## src/rtl/uirq_pkg.sv

```systemverilog
package uirq_pkg;
  localparam int NUM_IRQ = 9;

  localparam int IRQ_TX_WM   = 0;
  localparam int IRQ_RX_WM   = 1;
  localparam int IRQ_TX_DONE = 2;
  localparam int IRQ_RX_OVF  = 3;
  localparam int IRQ_FRAME   = 4;
  localparam int IRQ_BREAK   = 5;
  localparam int IRQ_TOUT    = 6;
  localparam int IRQ_PARITY  = 7;
  localparam int IRQ_TX_EMPTY = 8;

  localparam logic [NUM_IRQ-1:0] EVT_MASK = 9'h0FC;

  typedef enum logic [1:0] {
    SEL_STATE  = 2'd0,
    SEL_ENABLE = 2'd1,
    SEL_FIFO   = 2'd2,
    SEL_NONE   = 2'd3
  } regSel_e;

  typedef struct packed {
    logic txPush;
    logic txPop;
    logic rxPush;
    logic rxPop;
    logic txClr;
    logic rxClr;
  } fifoStrobe_t;
endpackage

```

## src/rtl/uirq_fifo.sv

```systemverilog
module uirq_fifo #(
  parameter int DEPTH = 32,
  parameter int DW    = 8,
  localparam int AW   = (DEPTH > 1) ? $clog2(DEPTH) : 1,
  localparam int CW   = $clog2(DEPTH + 1)
) (
  input  logic          clk,
  input  logic          rstN,
  input  logic          push,
  input  logic          pop,
  input  logic          clr,
  input  logic [DW-1:0] wrData,
  output logic [DW-1:0] rdData,
  output logic [CW-1:0] count,
  output logic          pushDrop
);
  localparam logic [CW-1:0] FULL_CNT = CW'(DEPTH);
  localparam logic [AW-1:0] LAST_IDX = AW'(DEPTH - 1);

  logic [DW-1:0] mem [DEPTH];
  logic [AW-1:0] wPtr, rPtr;
  logic doPush, doPop;

  assign doPop    = pop && (count != '0);
  assign doPush   = push && ((count != FULL_CNT) || doPop);
  assign pushDrop = push && !doPush;
  assign rdData   = mem[rPtr];

  always_ff @(posedge clk) begin
    if (doPush && !clr) mem[wPtr] <= wrData;
  end

  always_ff @(posedge clk or negedge rstN) begin
    if (!rstN) begin
      wPtr  <= '0;
      rPtr  <= '0;
      count <= '0;
    end else if (clr) begin
      wPtr  <= '0;
      rPtr  <= '0;
      count <= '0;
    end else begin
      if (doPush) wPtr <= (wPtr == LAST_IDX) ? '0 : wPtr + 1'b1;
      if (doPop)  rPtr <= (rPtr == LAST_IDX) ? '0 : rPtr + 1'b1;
      if (doPush && !doPop)      count <= count + 1'b1;
      else if (doPop && !doPush) count <= count - 1'b1;
    end
  end

  // fill never exceeds the depth
  p_fill_bound_r1: assert property (@(posedge clk) disable iff (!rstN)
    count <= FULL_CNT);

  // push with pop on a non-empty FIFO keeps the fill
  p_pushpop_hold_r1: assert property (@(posedge clk) disable iff (!rstN)
    (push && pop && count != '0 && !clr) |=> $stable(count));

  // a reset strobe empties the FIFO
  p_clr_empties_r9: assert property (@(posedge clk) disable iff (!rstN)
    clr |=> (count == '0));
endmodule

```

## src/rtl/uirq_datapath.sv

```systemverilog
module uirq_datapath
  import uirq_pkg::*;
#(
  parameter int TX_DEPTH = 32,
  parameter int RX_DEPTH = 64,
  localparam int TX_CW = $clog2(TX_DEPTH + 1),
  localparam int RX_CW = $clog2(RX_DEPTH + 1)
) (
  input  logic             clk,
  input  logic             rstN,
  input  fifoStrobe_t      strobe,
  input  logic [7:0]       txWrData,
  input  logic [7:0]       rxWrData,
  output logic [7:0]       txRdData,
  output logic [7:0]       rxRdData,
  output logic [TX_CW-1:0] txCount,
  output logic [RX_CW-1:0] rxCount,
  output logic             rxDrop
);
  logic txDropUnused;

  uirq_fifo #(.DEPTH(TX_DEPTH), .DW(8)) u_txFifo (
    .clk(clk), .rstN(rstN),
    .push(strobe.txPush), .pop(strobe.txPop), .clr(strobe.txClr),
    .wrData(txWrData), .rdData(txRdData), .count(txCount),
    .pushDrop(txDropUnused)
  );

  uirq_fifo #(.DEPTH(RX_DEPTH), .DW(8)) u_rxFifo (
    .clk(clk), .rstN(rstN),
    .push(strobe.rxPush), .pop(strobe.rxPop), .clr(strobe.rxClr),
    .wrData(rxWrData), .rdData(rxRdData), .count(rxCount),
    .pushDrop(rxDrop)
  );
endmodule

```

## src/rtl/uirq_ctrl.sv

```systemverilog
module uirq_ctrl
  import uirq_pkg::*;
#(
  parameter int TX_DEPTH = 32,
  parameter int RX_DEPTH = 64,
  localparam int TX_CW  = $clog2(TX_DEPTH + 1),
  localparam int RX_CW  = $clog2(RX_DEPTH + 1),
  localparam int THW    = $clog2(2 * RX_DEPTH),
  localparam int TX_SAT = $clog2(TX_DEPTH) - 1
) (
  input  logic               clk,
  input  logic               rstN,
  input  logic               txPush,
  input  logic               txPop,
  input  logic               rxPush,
  input  logic               rxPop,
  input  logic               frameErrPulse,
  input  logic               breakErrPulse,
  input  logic               timeoutPulse,
  input  logic               parityErrPulse,
  input  logic               regWe,
  input  logic [1:0]         regSel,
  input  logic [15:0]        regWdata,
  input  logic [TX_CW-1:0]   txCount,
  input  logic [RX_CW-1:0]   rxCount,
  input  logic               rxDrop,
  output fifoStrobe_t        strobe,
  output logic [NUM_IRQ-1:0] intrState,
  output logic [NUM_IRQ-1:0] irq
);
  logic [2:0] txLvl, rxLvl;
  logic [NUM_IRQ-1:0] evt, evtNext, enable, setMask, clrMask, status;
  logic [THW-1:0] txThr, rxThr;
  logic wrState, wrEnable, wrFifo, txDrain;

  function automatic logic [THW-1:0] txThreshold(input logic [2:0] code);
    if (int'(code) >= TX_SAT) return THW'(TX_DEPTH / 2);
    return THW'(1) << code;
  endfunction

  function automatic logic [THW-1:0] rxThreshold(input logic [2:0] code);
    if (code == 3'd7) return THW'(2 * RX_DEPTH - 1);
    if (code == 3'd6) return THW'(RX_DEPTH - 2);
    return THW'(1) << code;
  endfunction

  assign wrState  = regWe && (regSel_e'(regSel) == SEL_STATE);
  assign wrEnable = regWe && (regSel_e'(regSel) == SEL_ENABLE);
  assign wrFifo   = regWe && (regSel_e'(regSel) == SEL_FIFO);

  always_comb begin
    strobe.txPush = txPush;
    strobe.txPop  = txPop;
    strobe.rxPush = rxPush;
    strobe.rxPop  = rxPop;
    strobe.rxClr  = wrFifo && regWdata[0];
    strobe.txClr  = wrFifo && regWdata[1];
  end

  assign txDrain = txPop && (txCount == TX_CW'(1)) && !txPush;

  always_comb begin
    setMask = '0;
    setMask[IRQ_TX_DONE] = txDrain || strobe.txClr;
    setMask[IRQ_RX_OVF]  = rxDrop;
    setMask[IRQ_FRAME]   = frameErrPulse;
    setMask[IRQ_BREAK]   = breakErrPulse;
    setMask[IRQ_TOUT]    = timeoutPulse;
    setMask[IRQ_PARITY]  = parityErrPulse;
    clrMask = wrState ? (regWdata[NUM_IRQ-1:0] & EVT_MASK) : '0;
    evtNext = ((evt & ~clrMask) | setMask) & EVT_MASK;
  end

  always_ff @(posedge clk or negedge rstN) begin
    if (!rstN) begin
      evt    <= '0;
      enable <= '0;
      txLvl  <= '0;
      rxLvl  <= '0;
    end else begin
      evt <= evtNext;
      if (wrEnable) enable <= regWdata[NUM_IRQ-1:0];
      if (wrFifo) begin
        rxLvl <= regWdata[4:2];
        txLvl <= regWdata[7:5];
      end
    end
  end

  assign txThr = txThreshold(txLvl);
  assign rxThr = rxThreshold(rxLvl);

  always_comb begin
    status = '0;
    status[IRQ_TX_WM]    = THW'(txCount) < txThr;
    status[IRQ_RX_WM]    = THW'(rxCount) >= rxThr;
    status[IRQ_TX_EMPTY] = (txCount == '0);
  end

  assign intrState = evt | status;
  assign irq       = intrState & enable;

  // code 7 keeps rx_watermark low
  p_rx_wm_off_r3: assert property (@(posedge clk) disable iff (!rstN)
    (rxLvl == 3'd7) |-> !intrState[IRQ_RX_WM]);

  // empty transmit FIFO always shows tx_empty and tx_watermark
  p_tx_empty_live_r4: assert property (@(posedge clk) disable iff (!rstN)
    (txCount == '0) |-> (intrState[IRQ_TX_EMPTY] && intrState[IRQ_TX_WM]));

  // an event bit stays set unless a clear hits it
  p_sticky_r5: assert property (@(posedge clk) disable iff (!rstN)
    (intrState[IRQ_FRAME] && !(wrState && regWdata[IRQ_FRAME])) |=> intrState[IRQ_FRAME]);

  // a dropped receive byte raises rx_overflow
  p_overflow_r6: assert property (@(posedge clk) disable iff (!rstN)
    rxDrop |=> intrState[IRQ_RX_OVF]);

  // transmit reset raises tx_done
  p_done_on_clr_r7: assert property (@(posedge clk) disable iff (!rstN)
    strobe.txClr |=> intrState[IRQ_TX_DONE]);

  // no line rises without its enable
  p_irq_masked_r8: assert property (@(posedge clk) disable iff (!rstN)
    (irq & ~enable) == '0);
endmodule

```

## src/rtl/uart_irq_core.sv

```systemverilog
module uart_irq_core
  import uirq_pkg::*;
#(
  parameter int TX_DEPTH = 32,
  parameter int RX_DEPTH = 64,
  localparam int TX_CW = $clog2(TX_DEPTH + 1),
  localparam int RX_CW = $clog2(RX_DEPTH + 1)
) (
  input  logic        clk,
  input  logic        rstN,
  input  logic        txPush,
  input  logic [7:0]  txWrData,
  input  logic        txPop,
  output logic [7:0]  txRdData,
  input  logic        rxPush,
  input  logic [7:0]  rxWrData,
  input  logic        rxPop,
  output logic [7:0]  rxRdData,
  input  logic        frameErrPulse,
  input  logic        breakErrPulse,
  input  logic        timeoutPulse,
  input  logic        parityErrPulse,
  input  logic        regWe,
  input  logic [1:0]  regSel,
  input  logic [15:0] regWdata,
  output logic [8:0]  intrState,
  output logic [8:0]  irq
);
  fifoStrobe_t      strobe;
  logic [TX_CW-1:0] txCount;
  logic [RX_CW-1:0] rxCount;
  logic             rxDrop;

  uirq_ctrl #(.TX_DEPTH(TX_DEPTH), .RX_DEPTH(RX_DEPTH)) u_ctrl (
    .clk(clk), .rstN(rstN),
    .txPush(txPush), .txPop(txPop), .rxPush(rxPush), .rxPop(rxPop),
    .frameErrPulse(frameErrPulse), .breakErrPulse(breakErrPulse),
    .timeoutPulse(timeoutPulse), .parityErrPulse(parityErrPulse),
    .regWe(regWe), .regSel(regSel), .regWdata(regWdata),
    .txCount(txCount), .rxCount(rxCount), .rxDrop(rxDrop),
    .strobe(strobe), .intrState(intrState), .irq(irq)
  );

  uirq_datapath #(.TX_DEPTH(TX_DEPTH), .RX_DEPTH(RX_DEPTH)) u_datapath (
    .clk(clk), .rstN(rstN), .strobe(strobe),
    .txWrData(txWrData), .rxWrData(rxWrData),
    .txRdData(txRdData), .rxRdData(rxRdData),
    .txCount(txCount), .rxCount(rxCount), .rxDrop(rxDrop)
  );
endmodule

```

## config.mk

```make
export PLATFORM = sky130hd
export DESIGN_NAME = uart_irq_core
export DESIGN_NICKNAME = d
export VERILOG_FILES = /design/src/rtl/uirq_pkg.sv /design/src/rtl/uirq_fifo.sv /design/src/rtl/uirq_datapath.sv /design/src/rtl/uirq_ctrl.sv /design/src/rtl/uart_irq_core.sv
export SDC_FILE = /design/constraint.sdc
export NUM_CORES = 1
export LEC_CHECK = 0
export BUFFER_PORTS_ARGS = -buffer_cell sky130_fd_sc_hd__buf_2
export CAP_MARGIN = 20
export CORE_MARGIN = 2
export CORE_UTILIZATION = 63
export CTS_BUF_LIST = sky130_fd_sc_hd__clkbuf_8
export CTS_CLUSTER_DIAMETER = 200
export DETAILED_ROUTE_END_ITERATION = 7
export GPL_ROUTABILITY_DRIVEN = 0
export PLACE_DENSITY = 0.8
export SETUP_SLACK_MARGIN = 0.15
export SLEW_MARGIN = 10
export SYNTH_ARGS = -nofsm -noshare
export SYNTH_HDL_FRONTEND = slang
export SYNTH_SLANG_ARGS = --single-unit
export TNS_END_PERCENT = 1
```

## constraint.sdc

```tcl
create_clock -name clk -period 3.6 [get_ports clk]
set_input_delay 0.18 -clock clk [delete_from_list [all_inputs] [get_ports clk]]
set_output_delay 0.18 -clock clk [all_outputs]
set_load 0.01 [all_outputs]
```

==> results.tsv, run 1 <==
metric	value	unit
outcome	completed	
period_share	0.950	
cts_tree	yes	
hold_path.class	input port to async pin	
syn_area_per_cell	19.3	sq um
crit_required	3.42	ns
dp_hpwl	42500	um
vdd.ir_drop.worst	424	uV
clk_pin_slew	0.06	ns
crit_fanout	13	
synth_area	0.0331	sq mm
hold_ws	0.111	ns
grt_pass1_vias	17900	
yosysSeqAreaShare	0.738	
finish.utilization	0.723	
synthXorXnorAreaFrac	0.00344	
fin_skew	0.0384	ns
min_period	3.42	ns
drt_pass1_iterations	5	
ant_nets	0	
clk_latency	0.79	ns
dp_cells	2460	
synth_cell_type_count	67	
synth_top_family_by_area	multiplexers	
drc	0	
final_common_cell	edfxtp_1	
p_leak	12.6	nW
slew_viol_final	0	
grt_pass1_wl	106000	um
synth_nets	1793	
ys_ff_latch	824	
htree_num_levels	4	
path_class	flip-flop to primary output	
setup_tns	0	ns
worstMarginPinSlew	1.12	ns
async_flop_share	0.0680	
synthFlopType	edfxtp_1	
fmax	292	MHz
gr-total-overflow	0	
yosysTopAreaCellShare	0.696	
timing.slew.headroom	0.251	
dieArea	0.0545	sq mm
post-place-ws	0.497	ns
setup_viol	0	
ys_top_cells_by_area	edfxtp_1 70%, mux4_2 13%, dfrtp_1 4.2%	
syn2layout_area_growth	14.0	%
grt_use_total	0.267	
die_w	233	um
final_hold_viol_count	0	
synth_cells	1716	
core	0.0522	sq mm
cts_buffers	130	
synth-edff-count	768	
endpoint_kind	primary output	
start_kind	flip-flop	
cts_root_buf	clkbuf_8	
synth_compound_area_frac	0.0330	
arrival	3.24	ns
cts_sinks	824	
postLayoutSetupSlackWorst	0.178	ns
start_util	0.635	
io_pins	79	
fin_cells	2741	
final_layout_size_suffix_gt1_frac	0.278	
yosysTopAreaCell	edfxtp_1	
synth-simple-area-share	0.0456	
grt_start_max_net_pins	69	
final_cell_mix	768 x edfxtp_1, 194 x mux4_2, 141 x nor2_1	
muxShareOfSynthArea	0.153	
rsz0062_at_grt	true	
cts_buffer_depth	3	
viasPerCell	6.44	
io_buffers	71	
drtIter0Drc	1901	
wl_per_cell	26.1	um
synthAdderAreaFrac	0.0123	
drv_cap	0	
die_h	233	um
antenna_found_initial	1	
rows	84	
ys_warn_count	0	
num_vias	17700	
power_density	684	mW/mm^2
wirelength	71500	um
nets	2044	
[per-layer routing]
metal  global-route usage  share of wire
met4                0.106          0.028
met5                    0              0
met3               0.0569          0.076
met2                0.439           0.52
met1                0.355           0.38
[cell type report]
| class | instances | area (sq um) |
|---|---|---|
| Multi-Input combinational cell | 782 | 8340 |
| Clock buffer | 137 | 1890 |
| Clock inverter | 80 | 408 |
| Sequential cell | 824 | 24500 |
| Inverter | 21 | 78.8 |
| Timing Repair Buffer | 208 | 1730 |
| Antenna cell | 1 | 2.50 |
| Tap cell | 688 | 861 |
| Fill cell | 2881 | 14500 |
[through the flow]
stage	power (mW)	cell area (sq um)
after floorplan	16.1	33100
after global placement	18.2	34600
after detailed placement	18.4	34600
after CTS	25.6	37300
after global routing	26.8	37800
final	25.8	37800
[report_power, final]
| group | internal, mW | total [mW] | switching (mW) |
|---|---|---|---|
| clock | 3.65 | 7.14 | 3.49 |
| sequential | 11.0 | 11.6 | 0.683 |
| combinational | 3.27 | 7.06 | 3.79 |
| total | 17.9 | 25.8 | 7.96 |
[flip-flops by register name (all words and copies together), names as in the netlist, 6 cells and up]
signal / cells
u_datapath.u_rxFifo.rPtr: 6
u_datapath.u_rxFifo.wPtr: 6
u_ctrl.enable: 9
u_ctrl.evt: 6
u_datapath.u_txFifo.mem: 256
u_datapath.u_rxFifo.mem: 512
u_datapath.u_rxFifo.count: 7
u_datapath.u_txFifo.count: 6
[critical path, stage by stage (launching register included)]
cell and delay (ns):
dfrtp_4 0.46, clkbuf_4 0.20, buf_4 0.14, clkbuf_16 0.19
mux4_2 0.55, o21ai_0 0.16, a31oi_1 0.18, o311a_1 0.42
buf_2 0.16
[logic make-up after synthesis]
logic type,Yosys count
flops,824
fa+ha+maj,32
mux,259
compound gates,160
simple gates,317
buf+inv,110
xor+xnor,13
other cells,1
[Yosys cell counts, types with 18 or more instances]
cell / n
inv_1: 18
mux2i_1: 29
edfxtp_1: 768
a22oi_1: 22
nor2_1: 141
mux2_2: 22
nand2_1: 57
a21oi_1: 32
nand3_1: 29
o21ai_1: 20
clkbuf_1: 49
mux4_2: 194
dfrtp_1: 56
ha_1: 31
[path summary, 6_finish.rpt]
| kind | startpoint | to | slack [ns] | depth (start not counted) |
|---|---|---|---|---|
| worst min-delay path | rstN | u_ctrl.enable[8] | 0.11 | 2 |
| worst max-delay path | u_datapath.u_rxFifo.rPtr[0] | rxRdData[3] | 0.18 | 8 |
| max in group asynchronous | rstN | u_ctrl.txLvl[2] | 2.68 | 3 |
| worst max register to register | u_datapath.u_rxFifo.count[3] | u_datapath.u_rxFifo.count[6] | 0.42 | 10 |
| min in group clk | regWdata[2] | u_ctrl.enable[2] | 0.20 | 3 |
| worst min register to register | u_ctrl.enable[0] | u_ctrl.enable[0] | 0.48 | 2 |
[what timing repair did]
item / 4_1_cts / 5_1_grt
pin swaps: 0 / 5
endpoints found under the hold margin: 350 / 141
hold buffers: 36 / 7
cloned: 0 / 1
gates resized for setup: 2 / 29
endpoints found under the setup margin: 16 / 8
buffers inserted: 8 / 5
No activity file was read; power rests on OpenSTA's default activity.
==> run 2, diff against run 1 <==
--- a/config.mk
+++ b/config.mk
@@ -12,7 +12,7 @@
 export CTS_BUF_LIST = sky130_fd_sc_hd__clkbuf_8
 export CTS_CLUSTER_DIAMETER = 200
 export DETAILED_ROUTE_END_ITERATION = 7
-export GPL_ROUTABILITY_DRIVEN = 0
+export GPL_ROUTABILITY_DRIVEN = 1
 export PLACE_DENSITY = 0.8
 export SETUP_SLACK_MARGIN = 0.15
 export SLEW_MARGIN = 10
==> constraint.sdc (replaced) <==
create_clock -name clk -period 3.6 [get_ports clk]
set_input_delay 0.36 -clock clk [delete_from_list [all_inputs] [get_ports clk]]
set_output_delay 0.36 -clock clk [all_outputs]
set_load 0.01 [all_outputs]
==> results.tsv, run 2 (synthesis results as in run 1) <==
metric	value	unit	change
crit_fanout	7		-6
critPathTopFamily	compound AO/OA/AOI/OAI gates		
fmax	279	MHz	-4.4%
drc	0		unchanged
num_vias	17600		-0.35%
drt_pass1_iterations	7		+2
start_kind	flip-flop		
power_density	681	mW/mm^2	-0.43%
cts_tree	yes		
drv_cap	0		unchanged
critPathBufInv	4		unchanged
gr-total-overflow	0		unchanged
hold_ws	0.0748	ns	-0.0365 ns
cts_root_buf	clkbuf_8		
slew_viol_final	0		unchanged
cts_buffers	118		-9.2%
die_w	233	um	unchanged
slowest_delay	0.57	ns	+0.02 ns
grt_use_total	0.265		-0.00169
top_regs	u_datapath.u_rxFifo.mem x512, u_datapath.u_txFifo.mem x256, u_ctrl.enable x9		
final_cell_mix	768 x edfxtp_1, 194 x mux4_2, 141 x nor2_1		
min_period	3.58	ns	+0.157 ns
gp_congestion	0.845		
final_area	0.0378	sq mm	+0.12%
io_pins	79		unchanged
grt_pass1_vias	17900		+0.20%
final_hold_viol_count	0		unchanged
final_common_cell	edfxtp_1		
path_class	flip-flop to primary output		
combPwrFrac	0.281		+0.008
cts_buffer_depth	3		unchanged
arrival	3.22	ns	-0.02 ns
clk_latency	0.74	ns	-0.05 ns
antenna_found_initial	3		+2
wirelength	71800	um	+0.35%
grt_pass1_wl	106000	um	+0.25%
rows	84		unchanged
htree_num_levels	3		-1
viasPerCell	6.40		-0.64%
wl_per_cell	26.1	um	about the same
dieArea	0.0545	sq mm	unchanged
core	0.0522	sq mm	unchanged
vdd.ir_drop.worst	452	uV	+6.7%
intPower	17.8	mW	-0.65%
slowest_stage	dfrtp_4		
dp_hpwl	43600	um	+2.7%
largest_register	u_datapath.u_rxFifo.mem		
nFillCells	2825		-1.9%
dpl-instance-area	0.0348	sq mm	+0.62%
nets	2037		-0.34%
crit_required	3.24	ns	-0.18 ns
outcome	completed		
multi_input_area	0.00842	sq mm	+0.88%
cts_sinks	824		unchanged
ant_nets	0		unchanged
seq_area	0.0245	sq mm	about the same
p_leak	12.7	nW	+0.32%
endpoint_kind	primary output		
largest_reg_flops	512		unchanged
final_layout_size_suffix_gt1_frac	0.293		+0.0149
switching_share	0.310		+0.00242
start_util	0.635		unchanged
clk_pin_slew	0.07	ns	about the same
power_frac_seq	0.454		+0.003
syn2layout_area_growth	14.1	%	
rsz0062_at_grt	true		
timing.slew.headroom	0.276		+0.0245
finish.utilization	0.724		+0.000886
p_switching	8.00	mW	+0.48%
io_buffers	71		unchanged
power_frac_clock	0.266		-0.010
worstMarginPinSlew	1.09	ns	-0.0368 ns
drtIter0Drc	1862		-2.1%
fin_skew	0.0582	ns	+0.0199 ns
die_h	233	um	unchanged
setup_viol	0		unchanged
period_share	0.994		+0.0436
grt_start_max_net_pins	69		unchanged
hold_path.class	input port to flip-flop		
path_cells	buf_6 > buf_4 > clkbuf_16 > mux2_2 > o22ai_2 > a221o_1 > o311ai_4 > and3_1 > buf_2		
run 2: cell types whose count changed in the layout (fill, tap and decap cells not counted), sizes merged:
| cell | previous run | this run |
|---|---|---|
| diode | 1 | 4 |
| bufinv | 2 | 4 |
| inv | 68 | 60 |
| dlygate4sd3 | 43 | 20 |
| buf | 163 | 191 |
| clkbuf | 139 | 123 |
| clkinvlp | 4 | 2 |
| clkinv | 27 | 51 |
run 2: worst paths after layout:
kind                                         startpoint                        endpoint  slack [ns]  cells past startpoint
max in group asynchronous                          rstN    u_datapath.u_txFifo.count[3]        2.76                      3
min in group asynchronous                          rstN                   u_ctrl.evt[4]        0.21                      2
min reg2reg                            u_ctrl.enable[1]                u_ctrl.enable[1]        0.49                      2
min                                         rxWrData[0]  u_datapath.u_rxFifo.mem[29][0]        0.07                      1
max reg2reg                u_datapath.u_rxFifo.count[3]    u_datapath.u_rxFifo.count[6]        0.43                     10
max                         u_datapath.u_rxFifo.rPtr[0]                     rxRdData[1]        0.02                      9
run 2: cell type report:
class	instances	share of cell area
repair buffers	213	0.0475
multi-input cells	782	0.222
flip-flops and latches	824	0.647
clock buffers	121	0.0440
well taps	688	0.0228
diodes	4	0.000265
inverters	21	0.00208
clock inverters	96	0.0138
run 2: power by group through the flow:
stage	combinational [mW]	sequential (mW)	clock [mW]
final	7.23	11.7	6.85
after global routing	7.65	11.7	7.33
after CTS	6.89	11.7	6.95
after detailed placement	6.60	11.9	0
after global placement	6.39	11.9	0
after floorplan	4.77	11.3	0
run 2: timing repair:
item / 4_1_cts / 5_1_grt
hold buffers: 20 / 0
setup endpoints to repair: 16 / 14
pin swaps: 2 / 6
resized for setup: 18 / 33
buffers inserted: 7 / 10
gates cloned: 0 / 3
hold endpoints to repair: 70 / 0
run 2: metal layers:
metal | GRT usage | routed length [um]
met5 | 0 | 0
met4 | 0.118 | 2530
met3 | 0.0472 | 5460
met2 | 0.437 | 36700
met1 | 0.353 | 27100
run 2: through the flow:
stage / total power [mW] / TNS, ns / setup slack, ns / std cells
after detailed placement: 18.5 / 0 / 0.443 / 2482
after global routing: 26.7 / -0.00681 / -0.00681 / 2747
after floorplan: 16.1 / 0 / 0.685 / 1716
after CTS: 25.5 / 0 / 0.00213 / 2726
final: 25.8 / 0 / 0.0212 / 2749
after global placement: 18.3 / 0 / 0.466 / 2482
run 2: worst register-to-register path: cells and delay by family (launching register included):
family,cells,cell delay [ns]
adder cells (fa/ha/maj),1,0.34
AND/OR/NAND/NOR,6,1.47
flip-flops,1,0.42
AO/OA/AOI/OAI,3,0.86
